<file path="config.mk">
export PLATFORM = sky130hd
export DESIGN_NAME = ddr_pwrup_seq
export DESIGN_NICKNAME = d
export VERILOG_FILES = /design/src/rtl/ddr_pwrup_pkg.sv /design/src/rtl/pu_down_cnt.sv /design/src/rtl/pu_seq_fsm.sv /design/src/rtl/pu_pin_drive.sv /design/src/rtl/ddr_pwrup_seq.sv
export SDC_FILE = /design/constraint.sdc
export NUM_CORES = 1
export LEC_CHECK = 0
export BUFFER_PORTS_ARGS = -buffer_cell sky130_fd_sc_hd__buf_4
export CAP_MARGIN = 20
export CORE_ASPECT_RATIO = 1.2
export CORE_MARGIN = 2
export CORE_UTILIZATION = 50
export CTS_CLUSTER_SIZE = 24
export DETAILED_ROUTE_END_ITERATION = 12
export PLACE_DENSITY = 0.75
export SETUP_SLACK_MARGIN = 0.02
export SLEW_MARGIN = 25
export SYNTH_ARGS = -nofsm -noshare
export SYNTH_HDL_FRONTEND = slang
export SYNTH_HIERARCHICAL = 1
export SYNTH_SLANG_ARGS = --single-unit
</file>
<file path="constraint.sdc">
create_clock -name clk -period 2.54 [get_ports clk]
set_input_delay 0.762 -clock clk [delete_from_list [all_inputs] [get_ports clk]]
set_output_delay 0.762 -clock clk [all_outputs]
set_load 0.01 [all_outputs]
</file>
<file path="src/rtl/ddr_pwrup_pkg.sv">
package ddr_pwrup_pkg;

    // Operation requested by the sequencer for one cycle
    typedef enum logic [2:0] {
        OP_NOP,
        OP_PREA,
        OP_EMRS,
        OP_MRS_DLLRST,
        OP_REF,
        OP_MRS_FINAL
    } op_e;

    // Position in the initialization flow
    typedef enum logic [3:0] {
        SG_STAB,
        SG_CKE,
        SG_PREA1,
        SG_EMRS,
        SG_MRS_RST,
        SG_PREA2,
        SG_REF,
        SG_MRS_FIN,
        SG_DONE
    } stage_e;

    // Pin encodings {cs_n, ras_n, cas_n, we_n}
    localparam logic [3:0] PIN_NOP  = 4'b0111;
    localparam logic [3:0] PIN_PREA = 4'b0010;
    localparam logic [3:0] PIN_MODE = 4'b0000;
    localparam logic [3:0] PIN_REF  = 4'b0001;

    // Address bits with a fixed meaning during initialization
    localparam int A_DLL_DIS = 0;
    localparam int A_DLL_RST = 8;
    localparam int A_ALLBANK = 10;

endpackage

</file>
<file path="src/rtl/pu_down_cnt.sv">
module pu_down_cnt #(
    parameter int W       = 8,
    parameter int RST_VAL = 0
) (
    input  logic         clk,
    input  logic         rst_n,
    input  logic         load,
    input  logic [W-1:0] load_val,
    output logic         zero
);

    logic [W-1:0] cnt_d, cnt_q;

    always_comb begin
        cnt_d = cnt_q;
        if (load)
            cnt_d = load_val;
        else if (cnt_q != '0)
            cnt_d = cnt_q - W'(1);
    end

    always_ff @(posedge clk or negedge rst_n) begin
        if (!rst_n)
            cnt_q <= W'(RST_VAL);
        else
            cnt_q <= cnt_d;
    end

    assign zero = (cnt_q == '0);

    // a running window shrinks by exactly one per cycle
    p_count_step_r9: assert property (@(posedge clk) disable iff (!rst_n)
        (!load && cnt_q != '0) |=> (cnt_q == $past(cnt_q) - W'(1)));

    // an expired window stays expired until reloaded
    p_zero_holds_r7: assert property (@(posedge clk) disable iff (!rst_n)
        (zero && !load) |=> zero);

endmodule

</file>
<file path="src/rtl/pu_seq_fsm.sv">
module pu_seq_fsm
    import ddr_pwrup_pkg::*;
#(
    parameter int TRP_CYC  = 3,
    parameter int TRFC_CYC = 14,
    parameter int TMRD_CYC = 2,
    parameter int NUM_REF  = 2,
    parameter int GAP_W    = 16,
    parameter int REF_W    = 2
) (
    input  logic             clk,
    input  logic             rst_n,
    input  logic             gap_zero,
    input  logic             lock_zero,
    output op_e              op,
    output stage_e           stage_nx,
    output logic             gap_load,
    output logic [GAP_W-1:0] gap_val,
    output logic             lock_load
);

    localparam logic [GAP_W-1:0] GAP_ONE  = '0;
    localparam logic [GAP_W-1:0] GAP_TRP  = GAP_W'(TRP_CYC - 1);
    localparam logic [GAP_W-1:0] GAP_TRFC = GAP_W'(TRFC_CYC - 1);
    localparam logic [GAP_W-1:0] GAP_TMRD = GAP_W'(TMRD_CYC - 1);
    localparam logic [REF_W-1:0] REF_LAST = REF_W'(NUM_REF);

    typedef struct packed {
        stage_e           stage;
        logic [REF_W-1:0] ref_n;
    } seq_t;

    seq_t s_d, s_q;

    always_comb begin
        s_d       = s_q;
        op        = OP_NOP;
        gap_load  = 1'b0;
        gap_val   = GAP_ONE;
        lock_load = 1'b0;
        if (gap_zero) begin
            unique case (s_q.stage)
                SG_STAB: begin
                    s_d.stage = SG_CKE;
                    gap_load  = 1'b1;
                    gap_val   = GAP_ONE;
                end
                SG_CKE: begin
                    s_d.stage = SG_PREA1;
                    op        = OP_PREA;
                    gap_load  = 1'b1;
                    gap_val   = GAP_TRP;
                end
                SG_PREA1: begin
                    s_d.stage = SG_EMRS;
                    op        = OP_EMRS;
                    gap_load  = 1'b1;
                    gap_val   = GAP_TMRD;
                end
                SG_EMRS: begin
                    s_d.stage = SG_MRS_RST;
                    op        = OP_MRS_DLLRST;
                    gap_load  = 1'b1;
                    gap_val   = GAP_TMRD;
                    lock_load = 1'b1;
                end
                SG_MRS_RST: begin
                    s_d.stage = SG_PREA2;
                    op        = OP_PREA;
                    gap_load  = 1'b1;
                    gap_val   = GAP_TRP;
                end
                SG_PREA2: begin
                    s_d.stage = SG_REF;
                    s_d.ref_n = REF_W'(1);
                    op        = OP_REF;
                    gap_load  = 1'b1;
                    gap_val   = GAP_TRFC;
                end
                SG_REF: begin
                    if (s_q.ref_n != REF_LAST) begin
                        s_d.ref_n = s_q.ref_n + REF_W'(1);
                        op        = OP_REF;
                        gap_load  = 1'b1;
                        gap_val   = GAP_TRFC;
                    end else if (lock_zero) begin
                        s_d.stage = SG_MRS_FIN;
                        op        = OP_MRS_FINAL;
                        gap_load  = 1'b1;
                        gap_val   = GAP_TMRD;
                    end
                end
                SG_MRS_FIN: begin
                    s_d.stage = SG_DONE;
                end
                SG_DONE: begin
                    s_d = s_q;
                end
                default: begin
                    s_d.stage = SG_STAB;
                end
            endcase
        end
    end

    always_ff @(posedge clk or negedge rst_n) begin
        if (!rst_n) begin
            s_q.stage <= SG_STAB;
            s_q.ref_n <= '0;
        end else begin
            s_q <= s_d;
        end
    end

    assign stage_nx = s_d.stage;

    // no command leaves while a spacing window is still open
    p_hold_nop_r9: assert property (@(posedge clk) disable iff (!rst_n)
        !gap_zero |-> (op == OP_NOP));

    // final mode write only after the lock window and every refresh
    p_final_after_lock_r7: assert property (@(posedge clk) disable iff (!rst_n)
        (op == OP_MRS_FINAL) |-> (lock_zero && s_q.ref_n == REF_LAST));

    // refresh count never passes the programmed number
    p_ref_bound_r6: assert property (@(posedge clk) disable iff (!rst_n)
        (op == OP_REF) |-> (s_q.stage == SG_PREA2 || s_q.ref_n < REF_LAST));

    // completion is terminal
    p_done_terminal_r8: assert property (@(posedge clk) disable iff (!rst_n)
        (s_q.stage == SG_DONE) |=> (s_q.stage == SG_DONE));

endmodule

</file>
<file path="src/rtl/pu_pin_drive.sv">
module pu_pin_drive
    import ddr_pwrup_pkg::*;
#(
    parameter int ADDR_W = 13,
    parameter int BA_W   = 2
) (
    input  logic              clk,
    input  logic              rst_n,
    input  op_e               op,
    input  stage_e            stage_nx,
    input  logic [ADDR_W-1:0] emr_val,
    input  logic [ADDR_W-1:0] mr_val,
    output logic              cke,
    output logic [3:0]        cmd,
    output logic [BA_W-1:0]   ba,
    output logic [ADDR_W-1:0] addr,
    output logic              done
);

    localparam logic [BA_W-1:0] BA_BASE = '0;
    localparam logic [BA_W-1:0] BA_EXT  = BA_W'(1);

    typedef struct packed {
        logic              cke;
        logic [3:0]        cmd;
        logic [BA_W-1:0]   ba;
        logic [ADDR_W-1:0] addr;
        logic              done;
    } pins_t;

    pins_t p_d, p_q;

    always_comb begin
        p_d.cke  = (stage_nx != SG_STAB);
        p_d.done = (stage_nx == SG_DONE);
        p_d.cmd  = PIN_NOP;
        p_d.ba   = BA_BASE;
        p_d.addr = '0;
        unique case (op)
            OP_PREA: begin
                p_d.cmd            = PIN_PREA;
                p_d.addr[A_ALLBANK] = 1'b1;
            end
            OP_EMRS: begin
                p_d.cmd            = PIN_MODE;
                p_d.ba             = BA_EXT;
                p_d.addr           = emr_val;
                p_d.addr[A_DLL_DIS] = 1'b0;
            end
            OP_MRS_DLLRST: begin
                p_d.cmd            = PIN_MODE;
                p_d.addr           = mr_val;
                p_d.addr[A_DLL_RST] = 1'b1;
            end
            OP_MRS_FINAL: begin
                p_d.cmd            = PIN_MODE;
                p_d.addr           = mr_val;
                p_d.addr[A_DLL_RST] = 1'b0;
            end
            OP_REF: begin
                p_d.cmd = PIN_REF;
            end
            default: begin
                p_d.cmd = PIN_NOP;
            end
        endcase
    end

    always_ff @(posedge clk or negedge rst_n) begin
        if (!rst_n) begin
            p_q.cke  <= 1'b0;
            p_q.cmd  <= PIN_NOP;
            p_q.ba   <= '0;
            p_q.addr <= '0;
            p_q.done <= 1'b0;
        end else begin
            p_q <= p_d;
        end
    end

    assign cke  = p_q.cke;
    assign cmd  = p_q.cmd;
    assign ba   = p_q.ba;
    assign addr = p_q.addr;
    assign done = p_q.done;

    // clock enable never falls once raised
    p_cke_stays_r1: assert property (@(posedge clk) disable iff (!rst_n)
        cke |=> cke);

    // only NOP while clock enable is low
    p_nop_cke_low_r1: assert property (@(posedge clk) disable iff (!rst_n)
        !cke |-> (cmd == PIN_NOP));

    // completion flag is sticky and implies an enabled clock
    p_done_stays_r8: assert property (@(posedge clk) disable iff (!rst_n)
        done |=> done);
    p_done_cke_r8: assert property (@(posedge clk) disable iff (!rst_n)
        done |-> cke);

    // nothing but NOP once initialization has completed
    p_quiet_after_done_r9: assert property (@(posedge clk) disable iff (!rst_n)
        done |-> (cmd == PIN_NOP));

endmodule

</file>
<file path="src/rtl/ddr_pwrup_seq.sv">
module ddr_pwrup_seq
    import ddr_pwrup_pkg::*;
#(
    parameter int STAB_CYC     = 40000,
    parameter int TRP_CYC      = 3,
    parameter int TRFC_CYC     = 14,
    parameter int TMRD_CYC     = 2,
    parameter int DLL_LOCK_CYC = 200,
    parameter int NUM_REF      = 2,
    parameter int ADDR_W       = 13,
    parameter int BA_W         = 2
) (
    input  logic              clk,
    input  logic              rst_n,
    input  logic [ADDR_W-1:0] emr_val,
    input  logic [ADDR_W-1:0] mr_val,
    output logic              cke,
    output logic              cs_n,
    output logic              ras_n,
    output logic              cas_n,
    output logic              we_n,
    output logic [BA_W-1:0]   ba,
    output logic [ADDR_W-1:0] addr,
    output logic              init_done
);

    localparam int MAX_A   = (STAB_CYC > TRP_CYC) ? STAB_CYC : TRP_CYC;
    localparam int MAX_B   = (TRFC_CYC > TMRD_CYC) ? TRFC_CYC : TMRD_CYC;
    localparam int GAP_MAX = (MAX_A > MAX_B) ? MAX_A : MAX_B;
    localparam int GAP_W   = $clog2(GAP_MAX + 1);
    localparam int LOCK_W  = $clog2(DLL_LOCK_CYC + 1);
    localparam int REF_W   = $clog2(NUM_REF + 1);
    localparam logic [LOCK_W-1:0] LOCK_LOAD = LOCK_W'(DLL_LOCK_CYC - 1);

    op_e              op;
    stage_e           stage_nx;
    logic             gap_load, gap_zero;
    logic [GAP_W-1:0] gap_val;
    logic             lock_load, lock_zero;
    logic [3:0]       cmd;

    pu_seq_fsm #(
        .TRP_CYC  (TRP_CYC),
        .TRFC_CYC (TRFC_CYC),
        .TMRD_CYC (TMRD_CYC),
        .NUM_REF  (NUM_REF),
        .GAP_W    (GAP_W),
        .REF_W    (REF_W)
    ) u_fsm (
        .clk       (clk),
        .rst_n     (rst_n),
        .gap_zero  (gap_zero),
        .lock_zero (lock_zero),
        .op        (op),
        .stage_nx  (stage_nx),
        .gap_load  (gap_load),
        .gap_val   (gap_val),
        .lock_load (lock_load)
    );

    pu_down_cnt #(
        .W       (GAP_W),
        .RST_VAL (STAB_CYC - 1)
    ) u_gap (
        .clk      (clk),
        .rst_n    (rst_n),
        .load     (gap_load),
        .load_val (gap_val),
        .zero     (gap_zero)
    );

    pu_down_cnt #(
        .W       (LOCK_W),
        .RST_VAL (0)
    ) u_lock (
        .clk      (clk),
        .rst_n    (rst_n),
        .load     (lock_load),
        .load_val (LOCK_LOAD),
        .zero     (lock_zero)
    );

    pu_pin_drive #(
        .ADDR_W (ADDR_W),
        .BA_W   (BA_W)
    ) u_pins (
        .clk      (clk),
        .rst_n    (rst_n),
        .op       (op),
        .stage_nx (stage_nx),
        .emr_val  (emr_val),
        .mr_val   (mr_val),
        .cke      (cke),
        .cmd      (cmd),
        .ba       (ba),
        .addr     (addr),
        .done     (init_done)
    );

    assign {cs_n, ras_n, cas_n, we_n} = cmd;

    // the lock window is armed in the same cycle as the DLL-reset write
    p_lock_armed_r4: assert property (@(posedge clk) disable iff (!rst_n)
        (op == OP_MRS_DLLRST) |-> lock_load);

endmodule

</file>
; ---- Word level (Yosys, flattened, before mapping)
; Index checks and enable logic that the tools add are counted.
[word_totals]
ff_bits = 49
latch_bits = 0
ram_bits = 0
mem_bits_ro = 0
in_bits = 28
out_inout_bits = 21
word_cells = 72
mem_count = 0
[classes]
n_addsub = 3
mul = 0
n_div = 0
n_lt_le_gt_ge = 0
eq_ne = 16
n_shift = 0
muxes = 29
bitwise_logic = 0
reduce_logical = 15
[op_table]
columns = operator, n
row1 = 2-to-1 mux 16 bit, 4
row2 = case mux 16 bit (4 select lines), 1
row3 = case mux 4 bit (9 select lines), 1
row4 = case mux 10 bit (3 select lines), 1
row5 = == test 4 x 3 -> 1 bit (second input constant), 4
row6 = logical NOT 16 bit, 1
row7 = 2-to-1 mux 8 bit, 2
row8 = nonzero test 16 bit, 1
row9 = subtractor 16 x 1 -> 16 bit (second input constant), 1
row10 = case mux 3 bit (5 select lines), 1
row11 = 2-to-1 mux 3 bit, 3
row12 = case mux 3 bit (3 select lines), 1
row13 = == test 4 x 2 -> 1 bit (second input constant), 2
row14 = == test 4 bit (second input constant), 2
row15 = logical NOT 8 bit, 1
row16 = 2-to-1 mux 4 bit, 2
row17 = case mux 2 bit (2 select lines), 2
row18 = nonzero test 8 bit, 1
row19 = subtractor 8 x 1 -> 8 bit (second input constant), 1
row20 = 2-to-1 mux 1 bit, 7
row21 = == test 3 x 2 -> 1 bit (second input constant), 2
row22 = == test 3 bit (second input constant), 2
row23 = 2-to-1 mux 6 bit, 1
row24 = nonzero test 2 bit, 3
row25 = 14 further kinds, 16

; ---- Logic depth before layout (Yosys ltp)
[logic_depth]
ltp_word = 8
mapped_depth = 12
mapped_depth_nobuf = 10

; ---- Hierarchy
; Netlist, hierarchy kept.
[modules_own_cells]
columns = module, instances, cells_per_inst, area_each_um2, seq_area_each_um2
row1 = pu_down_cnt (u_gap), 1, 104, 1018.5, 412.9
row2 = pu_pin_drive, 1, 51, 704.4, 479.2
row3 = pu_seq_fsm, 1, 71, 585.6, 150.1
row4 = pu_down_cnt (u_lock), 1, 54, 476.7, 200.2
row5 = ddr_pwrup_seq, 1, 2, 7.5, 0.0

; ---- Worst setup path before layout
; OpenSTA, ideal clock, no wires.
[synth_timing]
path_kind = reg-to-reg
from = register u_gap.cnt_q[0]
to = register, netlist name u_pins/addr[12]
setup_ps = 121
t_arrival_ps = 2611
required_ps = 2419
setup_slack_ps = -192
path_stages_with_launch = 13
path_buffers = 2
period_less_slack_ps = 2732
cell_sequence = dfstp_2 > inv_1 > ha_1 > nor3b_4 > nand3_2 > nor2_1 > nand2b_1 > buf_6 > nor3b_1 > xnor2_1 > nor2_2 > buf_6 > a22o_1
[synth_rtl]
columns = item, line_no
row1 = start: declaration, pu_down_cnt.sv:12  ; logic [W-1:0] cnt_d, cnt_q;
row2 = start signal: assignment, pu_down_cnt.sv:24  ; cnt_q <= W'(RST_VAL);
row3 = start signal: assignment, pu_down_cnt.sv:26  ; cnt_q <= cnt_d;

==> run_results.csv <==
group,metric,value,unit
run_status,status,"completed",
synthesis,synth_edf_count,0,
routing,vias_per_cell,5.51,
clock_network,clock-sinks,49,
cells_and_area,area_delta_synth_final,21.8,%
timing,fin_crit_sh,94.5,%
power,pwr-share-comb,21.8,%
timing,max_slew_margin,49.8,%
timing,slew_violations,0,
worst_setup_path,required,2.73,ns
timing,setup_tns,0,ns
clock_network,path_clk_slew,0.10,ns
placed_design,hpwl,4.01,mm
timing,finalSetupViolCount,0,
routing,wire_per_inst,13.8,um
placed_design,gp_routability_congestion,0.834,
placed_design,post_dp_cell_area,3240,um2
worst_setup_path,critPathLaunchType,"flip-flop",
synthesis,ys.flop_type,"dfrtp_1",
worst_setup_path,rrSetupSlack,0.14,ns
timing,hold_ws,0.451,ns
cells_and_area,final_cell_mix,"buf_4, dfrtp_1, nand2_1, conb_1, o21ai_0",
clock_network,htree_levels,2,
cells_and_area,finalInstanceArea,3400,um2
clock_network,cts_buffers,5,
synthesis,ys_top_cells_by_area,"dfrtp_1, dfstp_2, buf_4",
die,die_x,72.2,um
die,die_h,85.9,um
job,cap_violations,0,
cells_and_area,antenna_cells,0,
routing,drtIter0Drc,107,
global_route,antenna_found_initial,0,
synthesis,synth_cell_types,60,
cells_and_area,nFillCells,436,
power,swShare,29.5,%
power,internal_power,0.00124,W
synthesis,synth_area_leader_cell,"dfrtp_1",
global_route,grt_max_degree,50,
power,seq_power_share,51.0,%
power,pwr-share-clk,27.2,%
die,ios,49,
cells_and_area,drive_gt1_share,30.1,%
timing,rsz0062_at_grt,"yes",
cells_and_area,final_common_cell,"buf_4",
power,power.density,519,nW/um2
clock_network,clk_root_buffer_cell,"clkbuf_8",
routing,ant_nets,0,
routing,firstDrtPassIters,5,
die,initial_core_util,52.4,%
routing,wl,5.66,mm
power,p_leak,1.54,nW
global_route,grt_pass1_wl,9.69,mm
synthesis,netlist_area,2790,um2
clock_network,clock_latency,0.31,ns
worst_setup_path,cp.arrival,2.59,ns
global_route,grt_usage,19.6,%
cells_and_area,layout.nets,379,
global_route,grt_overflow,0,
placed_design,portBuffers,44,
worst_hold_path,worstHoldPathType,"input port to asynchronous set/reset pin",
worst_setup_path,critPathKind,"flip-flop to flip-flop",
routing,route.detailed.drc,0,
timing,tightest_slew,0.746,ns
clock_network,cts_buffer_depth,2,
worst_setup_path,endpoint_kind,"flip-flop",
synthesis,ys_warn_count,6,
synthesis,ys_seq_area_share,44.5,%
die,core_area,5330,um2
die,num_rows,29,
timing,fin_crit,2.40,ns
routing,vias,2265,
timing,final_hold_viol_count,0,
synthesis,syn_inst,282,
timing,skew,0.00955,ns
timing,fmax,417,MHz
worst_setup_path,crit_fanout,6,
global_route,grt_pass1_vias,2191,
synthesis,synth.avg_cell_area,9.90,um2
power,ir_drop,0.000587,V
die,dieArea,6200,um2
clock_network,cts_tree,"yes",
power,power_switching,0.000521,W
synthesis,ys_seq_elements,49,
synthesis,async_flop_share,100,%
synthesis,synth_top_area_share,32.3,%
clock_network,ctsHoldBuffers,0,
-- routing by layer --
layer / GRT usage (%) / wire length [um] / vias to the layer above
met3: 4.94 / 307 / 6
met1: 24.8 / 2440 / 1093
met5: 0 / 0 / -
met2: 33.6 / 2870 / 59
met4: 4.63 / 41 / 0
li1: - / - / 1107
-- synthesized netlist by cell type, types with 4 or more instances --
cell type  number
dfrtp_1        36
nand2_1        22
buf_4          18
o21ai_0        15
nand2b_1       14
nor2_1         14
dfstp_2        13
xnor2_1        11
a21oi_1        10
a22o_1         10
inv_1           9
nor3_1          8
nand3_1         6
o211a_1         6
nor4_1          5
o31ai_1         5
conb_1          4
nor2b_1         4
nor3b_1         4
or4_1           4
-- through the flow --
| step | setup WS [ns] | utilization, % | std cells | total power, W |
|---|---|---|---|---|
| floorplan | 0.0348 | - | 300 | 0.00114 |
| finish | 0.139 | 63.8 | 411 | 0.00176 |
| detailed placement | -0.0155 | 60.7 | 399 | 0.00129 |
| CTS | 0.0699 | 62.6 | 407 | 0.00178 |
| global placement | -0.00451 | 60.7 | 399 | 0.00128 |
| global route | -0.0178 | 63.8 | 411 | 0.00188 |
-- sequential cells by signal, indices dropped and copies added (netlist names) --
signal,count
u_pins/cmd,3
u_pins/cke,1
u_pins/done,1
u_gap/cnt_q,16
u_pins/addr,13
u_pins/ba,1
u_fsm/s_q,6
u_lock/cnt_q,8
-- final cells by class --
cell class / instances / area, um2 / share of cell area, %
multi-input combinational: 215 / 1440 / 42.4
tap: 62 / 77.6 / 2.28
sequential: 49 / 1240 / 36.5
clock buffer: 5 / 68.8 / 2.02
clock inverter: 3 / 26.3 / 0.773
timing repair buffer: 68 / 510 / 15.0
inverter: 9 / 33.8 / 0.993
-- critical path: stages (launching register included) --
cell	delay [ns]
dfstp_2	0.58
inv_1	0.06
ha_1	0.21
nor3b_4	0.16
nand3_2	0.08
nor2_2	0.05
nand2b_1	0.15
buf_4	0.19
nor3b_4	0.07
buf_4	0.16
a21o_1	0.17
or4_1	0.39
-- power groups by stage --
| stage | clock network, W | registers (W) | logic (W) |
|---|---|---|---|
| 2_1_floorplan | 0 | 0.000918 | 0.000219 |
| 3_3_place_gp | 0 | 0.000910 | 0.000371 |
| 3_5_place_dp | 0 | 0.000910 | 0.000383 |
| 4_1_cts | 0.000498 | 0.000900 | 0.000381 |
| 5_1_grt | 0.000537 | 0.000911 | 0.000429 |
| 6_report | 0.000480 | 0.000900 | 0.000384 |
-- path summary, 6_finish.rpt --
kind,start,endpoint,depth (start not counted)
max,u_gap/cnt_q[0]$_DFFE_PN1P_,u_pins/cke$_DFF_PN0_,11
min,rst_n,u_lock/cnt_q[3]$_DFFE_PN0P_,1
max reg2reg,u_gap/cnt_q[0]$_DFFE_PN1P_,u_pins/cke$_DFF_PN0_,11
min reg2reg,u_fsm/s_q[1]$_DFFE_PN0P_,u_fsm/s_q[1]$_DFFE_PN0P_,1
max in group asynchronous,rst_n,u_fsm/s_q[1]$_DFFE_PN0P_,1
min in group clk,u_fsm/s_q[1]$_DFFE_PN0P_,u_fsm/s_q[1]$_DFFE_PN0P_,1
-- what timing repair did --
action                                  4_1_cts  5_1_grt
cloned                                        0        1
gates resized for setup                       2        6
pin swaps                                     0        3
endpoints found under the setup margin       12       19
buffers inserted                              0        3
-- cells by family (layout without fill, tap and decap cells) --
kind of cell / after synthesis / after routing / synth area share [%]
and+or+nand+nor: 107 / 108 / 23.3
AOI/OAI and AO/OA: 68 / 68 / 17.6
DFF: 49 / 49 / 44.5
buffers and inverters: 37 / 85 / 8.29
xor gates and xnor gates: 11 / 11 / 3.45
adders and majority gates: 4 / 4 / 1.70
other: 4 / 22 / 0.537
muxes: 2 / 2 / 0.717
Note: power is estimated with default switching activity, not from simulation.
